--- src/rtl/rrt_pkg.sv ---
package rrt_pkg;
    localparam int CMD_W = 3;
    localparam int RSP_W = 2;

    typedef enum logic [CMD_W-1:0] {
        CMD_IDLE  = 3'd0,
        CMD_WRITE = 3'd1,
        CMD_READ  = 3'd2
    } cmd_e;

    typedef enum logic [RSP_W-1:0] {
        RSP_NULL = 2'd0,
        RSP_DATA = 2'd1,
        RSP_ERR  = 2'd3
    } rsp_e;

    typedef enum logic [2:0] {
        ST_IDLE,
        ST_AWAIT,
        ST_ACC,
        ST_RWAIT,
        ST_RESP
    } state_e;
endpackage

--- src/rtl/rrt_regfile.sv ---
module rrt_regfile #(
    parameter int DEPTH  = 16,
    parameter int DATA_W = 32,
    localparam int IDX_W = $clog2(DEPTH)
) (
    input  logic              clk,
    input  logic              rst_n,
    input  logic              wr_en,
    input  logic [IDX_W-1:0]  wr_idx,
    input  logic [DATA_W-1:0] wr_data,
    input  logic [IDX_W-1:0]  rd_idx,
    output logic [DATA_W-1:0] rd_data
);
    logic [DATA_W-1:0] words [DEPTH];

    for (genvar w = 0; w < DEPTH; w++) begin : g_word
        logic [DATA_W-1:0] word_q;
        always_ff @(posedge clk or negedge rst_n) begin
            if (!rst_n) begin
                word_q <= '0;
            end else if (wr_en && wr_idx == IDX_W'(w)) begin
                word_q <= wr_data;
            end
        end
        assign words[w] = word_q;
    end

    assign rd_data = words[rd_idx];
endmodule

--- src/rtl/rrt_wait_cnt.sv ---
module rrt_wait_cnt #(
    parameter int CNT_W = 2
) (
    input  logic             clk,
    input  logic             rst_n,
    input  logic             load,
    input  logic [CNT_W-1:0] load_val,
    output logic             cnt_zero
);
    logic [CNT_W-1:0] cnt_q;

    always_ff @(posedge clk or negedge rst_n) begin
        if (!rst_n) begin
            cnt_q <= '0;
        end else if (load) begin
            cnt_q <= load_val;
        end else if (cnt_q != '0) begin
            cnt_q <= cnt_q - 1'b1;
        end
    end

    assign cnt_zero = (cnt_q == '0);
endmodule

--- src/rtl/rrt_ctrl.sv ---
module rrt_ctrl
    import rrt_pkg::*;
#(
    parameter int DATA_W      = 32,
    parameter int ACCEPT_WAIT = 2,
    parameter int RESP_WAIT   = 1,
    localparam int MAX_WAIT   = (ACCEPT_WAIT > RESP_WAIT) ? ACCEPT_WAIT : RESP_WAIT,
    localparam int CNT_W      = (MAX_WAIT < 2) ? 1 : $clog2(MAX_WAIT)
) (
    input  logic              clk,
    input  logic              rst_n,
    input  logic [CMD_W-1:0]  cmd,
    input  logic              addr_ok,
    input  logic              resp_accept,
    input  logic [DATA_W-1:0] rd_data,
    output logic              cmd_accept,
    output logic              wr_en,
    output logic [RSP_W-1:0]  resp,
    output logic [DATA_W-1:0] rdata
);
    localparam logic [CNT_W-1:0] ACC_LOAD = (ACCEPT_WAIT > 0) ? CNT_W'(ACCEPT_WAIT - 1) : '0;
    localparam logic [CNT_W-1:0] RSP_LOAD = (RESP_WAIT > 0)   ? CNT_W'(RESP_WAIT - 1)   : '0;

    state_e            state_q, state_n;
    rsp_e              code_q;
    logic [DATA_W-1:0] data_q;
    logic              cnt_load;
    logic [CNT_W-1:0]  cnt_val;
    logic              cnt_zero;
    logic              capture;
    logic              cmd_live;

    assign cmd_live = (cmd != CMD_IDLE);

    rrt_wait_cnt #(.CNT_W(CNT_W)) i_wait (
        .clk      (clk),
        .rst_n    (rst_n),
        .load     (cnt_load),
        .load_val (cnt_val),
        .cnt_zero (cnt_zero)
    );

    // State register and captured response
    always_ff @(posedge clk or negedge rst_n) begin
        if (!rst_n) begin
            state_q <= ST_IDLE;
            code_q  <= RSP_NULL;
            data_q  <= '0;
        end else begin
            state_q <= state_n;
            if (capture) begin
                code_q <= (cmd == CMD_READ && addr_ok) ? RSP_DATA : RSP_ERR;
                data_q <= (cmd == CMD_READ && addr_ok) ? rd_data : '0;
            end
        end
    end

    // Transitions
    always_comb begin
        state_n  = state_q;
        cnt_load = 1'b0;
        cnt_val  = '0;
        capture  = 1'b0;
        unique case (state_q)
            ST_IDLE: begin
                if (cmd_live) begin
                    if (ACCEPT_WAIT == 0) begin
                        state_n = ST_ACC;
                    end else begin
                        state_n  = ST_AWAIT;
                        cnt_load = 1'b1;
                        cnt_val  = ACC_LOAD;
                    end
                end
            end
            ST_AWAIT: begin
                if (!cmd_live)     state_n = ST_IDLE;
                else if (cnt_zero) state_n = ST_ACC;
            end
            ST_ACC: begin
                if (!cmd_live || cmd == CMD_WRITE) begin
                    state_n = ST_IDLE;
                end else begin
                    capture = 1'b1;
                    if (RESP_WAIT == 0) begin
                        state_n = ST_RESP;
                    end else begin
                        state_n  = ST_RWAIT;
                        cnt_load = 1'b1;
                        cnt_val  = RSP_LOAD;
                    end
                end
            end
            ST_RWAIT: begin
                if (cnt_zero) state_n = ST_RESP;
            end
            ST_RESP: begin
                if (resp_accept) state_n = ST_IDLE;
            end
            default: state_n = ST_IDLE;
        endcase
    end

    // Outputs
    always_comb begin
        cmd_accept = (state_q == ST_ACC) && cmd_live;
        wr_en      = cmd_accept && (cmd == CMD_WRITE) && addr_ok;
        resp       = (state_q == ST_RESP) ? code_q : RSP_NULL;
        rdata      = (state_q == ST_RESP) ? data_q : '0;
    end
endmodule

--- src/rtl/req_rsp_target.sv ---
module req_rsp_target
    import rrt_pkg::*;
#(
    parameter int ADDR_W      = 32,
    parameter int DATA_W      = 32,
    parameter int DEPTH       = 16,
    parameter int ACCEPT_WAIT = 2,
    parameter int RESP_WAIT   = 1
) (
    input  logic              clk,
    input  logic              rst_n,
    input  logic [2:0]        m_cmd,
    input  logic [ADDR_W-1:0] m_addr,
    input  logic [DATA_W-1:0] m_wdata,
    output logic              s_cmd_accept,
    output logic [1:0]        s_resp,
    output logic [DATA_W-1:0] s_rdata,
    input  logic              m_resp_accept
);
    localparam int IDX_W = $clog2(DEPTH);
    localparam int TOP_B = IDX_W + 2;

    logic [IDX_W-1:0]  idx;
    logic              addr_ok;
    logic              wr_en;
    logic [DATA_W-1:0] rd_data;

    assign idx     = m_addr[TOP_B-1:2];
    assign addr_ok = (m_addr[1:0] == 2'b00) && (m_addr[ADDR_W-1:TOP_B] == '0);

    rrt_regfile #(.DEPTH(DEPTH), .DATA_W(DATA_W)) i_regs (
        .clk     (clk),
        .rst_n   (rst_n),
        .wr_en   (wr_en),
        .wr_idx  (idx),
        .wr_data (m_wdata),
        .rd_idx  (idx),
        .rd_data (rd_data)
    );

    rrt_ctrl #(
        .DATA_W      (DATA_W),
        .ACCEPT_WAIT (ACCEPT_WAIT),
        .RESP_WAIT   (RESP_WAIT)
    ) i_ctrl (
        .clk         (clk),
        .rst_n       (rst_n),
        .cmd         (m_cmd),
        .addr_ok     (addr_ok),
        .resp_accept (m_resp_accept),
        .rd_data     (rd_data),
        .cmd_accept  (s_cmd_accept),
        .wr_en       (wr_en),
        .resp        (s_resp),
        .rdata       (s_rdata)
    );
endmodule

--- config.mk ---
export PLATFORM = sky130hd
export DESIGN_NAME = req_rsp_target
export DESIGN_NICKNAME = d
export VERILOG_FILES = /design/src/rtl/rrt_pkg.sv /design/src/rtl/rrt_regfile.sv /design/src/rtl/rrt_wait_cnt.sv /design/src/rtl/rrt_ctrl.sv /design/src/rtl/req_rsp_target.sv
export SDC_FILE = /design/constraint.sdc
export NUM_CORES = 1
export LEC_CHECK = 0
export BUFFER_PORTS_ARGS = -buffer_cell sky130_fd_sc_hd__buf_2
export CAP_MARGIN = 20
export CORE_MARGIN = 5
export CORE_UTILIZATION = 47
export DETAILED_ROUTE_END_ITERATION = 10
export MAX_ROUTING_LAYER = met4
export PLACE_DENSITY = 0.68
export SLEW_MARGIN = 20
export SYNTH_ARGS = -nofsm -noshare
export SYNTH_HDL_FRONTEND = slang
export SYNTH_SLANG_ARGS = --single-unit
--- constraint.sdc ---
create_clock -name clk -period 5.9 [get_ports clk]
set_input_delay 0.885 -clock clk [delete_from_list [all_inputs] [get_ports clk]]
set_output_delay 0.885 -clock clk [all_outputs]
set_load 0.1 [all_outputs]
==> impl_metrics.csv <==
group,metric,value,unit
detailed_routing,routed_wl,64700,um
yosys,synth_mux_area_frac,0.316,
sta,tightest_slew,1080,ps
clock_network,cts_setup_buffers,0,
sta,fin_setup_tns,0,ps
sta,rsz0062_at_grt,"no",
worst_setup_path,cp.required,6340,ps
sta,finalSetupViolCount,0,
pwr,totalPowerFinal,8.10,mW
worst_setup_path,path_class,"input pin to flop",
detailed_routing,firstDrtPassIters,5,
clock_network,clock_sinks,550,
yosys,yosys.area_share.simple,0.0351,
layout,multi_input_area,11200,um2
floorplan,fp.coreArea,53900,um2
sta,period_minus_slack,3460,ps
pwr,vdd_drop_max,0.250,mV
yosys,yosys_most_used_dff,"dfrtp_1",
worst_setup_path,cp_max_fo,40,
yosys,ys_seq_area_frac,0.537,
layout,final_common_cell,"dfrtp_1",
clock_network,cts_tree,"yes",
clock_network,htreeDepth,2,
yosys,synth_top_family_by_area,"multiplexers",
run_status,run_status,"complete, no violations",
sta,skew,17.1,ps
layout,drive_gt1_frac,0.368,
floorplan,start_util,0.476,
detailed_routing,viasPerCell,6.14,
layout,final_cells,2628,
grt,grt_pass1_wl,102000,um
yosys,synth_compound_area_frac,0.0823,
clock_network,clockRootBuffer,"clkbuf_16",
worst_hold_path,min_path_type,"input pin to asynchronous set/reset pin",
floorplan,die_area,59300,um2
detailed_routing,drc,0,
clock_network,clk_pin_slew,60,ps
pwr,power.leakage,14.4,nW
layout,fill_cells,4426,
grt,grt_use_total,0.222,
yosys,synthAdderAreaFrac,0,
detailed_routing,routedWlPerCell,24.6,um
place,placedCellCount,2522,
layout,layout.nets,1956,
yosys,ys_warn_count,0,
sta,clock.fmax,0.289,GHz
clock_network,numCtsBuffers,58,
place,placed_cell_area,26800,um2
grt,gr-total-overflow,0,
layout,final_util,0.532,
layout,seqCellArea,13800,um2
grt,grt_max_degree,149,
detailed_routing,vias,16100,
clock_network,postCtsHoldBufs,0,
yosys,syn_area,25600,um2
yosys,synthArstFlopShare,1.00,
grt,grt_pass1_vias,17200,
detailed_routing,ant_nets,0,
pwr,p_per_area,282,nW/um2
layout,postLayoutCellArea,28700,um2
yosys,synth_seq_cells,550,
place,port_buffers,104,
sta,slew_viol_final,0,
worst_setup_path,cp-end-kind,"flop",
worst_setup_path,cp.arrival,3900,ps
job,max_cap_violations,0,
yosys,synthXorXnorAreaFrac,0,
clock_network,clk_latency,620,ps
sta,max_slew_margin,0.277,
sta,hold_viol,0,
grt,antenna_found_initial,2,
yosys,syn_nets,1922,
yosys,postSynthAreaPerCell,13.8,um2
floorplan,ios,105,
place,place.detailed.hpwl,36300,um
worst_setup_path,start_kind,"input pin",
sta,period_share,0.586,
clock_network,cts.repair.resized,0,
floorplan,die_h,244,um
clock_network,clockBufferDepth,3,
yosys,synth_cells,1852,
floorplan,rows,85,
place,gp_congestion,0.754,
layout,syn2layout_area_growth,11.9,%
layout,mostFrequentLayoutCells,"dfrtp_1, mux2_2, mux2i_1, mux2_1, buf_2",
yosys,synth-edff-count,0,
detailed_routing,drtIter0Drc,1121,
yosys,synth_cell_types,37,
floorplan,dieWidth,244,um
## cell usage after synthesis, drive strengths merged, types with 31 or more instances
cell    number  area [um2]
a22oi       64         480
a221o       62         621
buf         75         389
mux2       575        6470
nand2       36         135
and2        35         219
a211oi      31         233
dfrtp      550       13800
o21ai       34         170
a221oi      65         569
mux2i      162        1620
clkbuf      98         368
## flip-flops by register name, indices dropped and copies added (netlist names)
name	flops
i_ctrl.data_q	32
i_ctrl.state_q	3
i_ctrl.code_q	2
i_regs.g_word.word_q	512
i_ctrl.i_wait.cnt_q	1
## worst paths after layout
path / cells after the start / start / slack (ps) / endpoint
worst max-delay path: 7 / m_addr[5] / 2440 / i_ctrl.data_q[15]$_DFFE_PN0N_
worst min-delay path: 1 / rst_n / 330 / i_regs.g_word[1].word_q[1]$_DFFE_PN0P_
worst max register to register: 6 / i_ctrl.state_q[1]$_DFFE_PN0P_ / 2900 / i_regs.g_word[13].word_q[17]$_DFFE_PN0P_
worst min register to register: 1 / i_ctrl.code_q[0]$_DFFE_PN0N_ / 460 / i_ctrl.code_q[0]$_DFFE_PN0N_
max in group asynchronous: 2 / rst_n / 3960 / i_regs.g_word[1].word_q[23]$_DFFE_PN0P_
min in group clk: 1 / i_ctrl.code_q[0]$_DFFE_PN0N_ / 460 / i_ctrl.code_q[0]$_DFFE_PN0N_
## area by class of cell
type / instances / area share
clock inverters: 18 / 0.00684
clock buffers: 87 / 0.0603
flip-flops and latches: 550 / 0.480
multi-input cells: 1125 / 0.391
well taps: 696 / 0.0303
diodes: 1 / 0.0000872
inverters: 4 / 0.000523
repair buffers: 147 / 0.0316
## routing by layer
metal | track usage | vias up | wire length [um]
li1 | - | 7010 | -
met3 | 0.0358 | 97 | 2910
met2 | 0.363 | 375 | 31800
met5 | - | - | 0
met4 | 0.0534 | 0 | 1460
met1 | 0.296 | 8655 | 28500
## per-stage QoR
stage | hold WS, ps | worst slack (ps)
final | 326 | 2440
after floorplan | 425 | 2480
after CTS | 397 | 2470
after detailed placement | 449 | 1840
after global placement | 446 | 1880
after global routing | 428 | 2340
## worst max-delay path: stages
cell,delay [ps]
buf_4,490
buf_4,730
nor2b_4,900
buf_4,330
a22oi_1,100
a221oi_1,340
a211oi_1,90
## kinds of logic after synthesis
family          after synthesis
buf+inv                     177
flops                       550
compound gates              262
mux                         737
simple gates                126
## report_power, final
group | internal [mW] | switching [mW]
clock network | 2.19 | 1.50
logic | 0.150 | 0.447
registers | 3.79 | 0.0236
No activity file was read; power rests on OpenSTA's default activity.
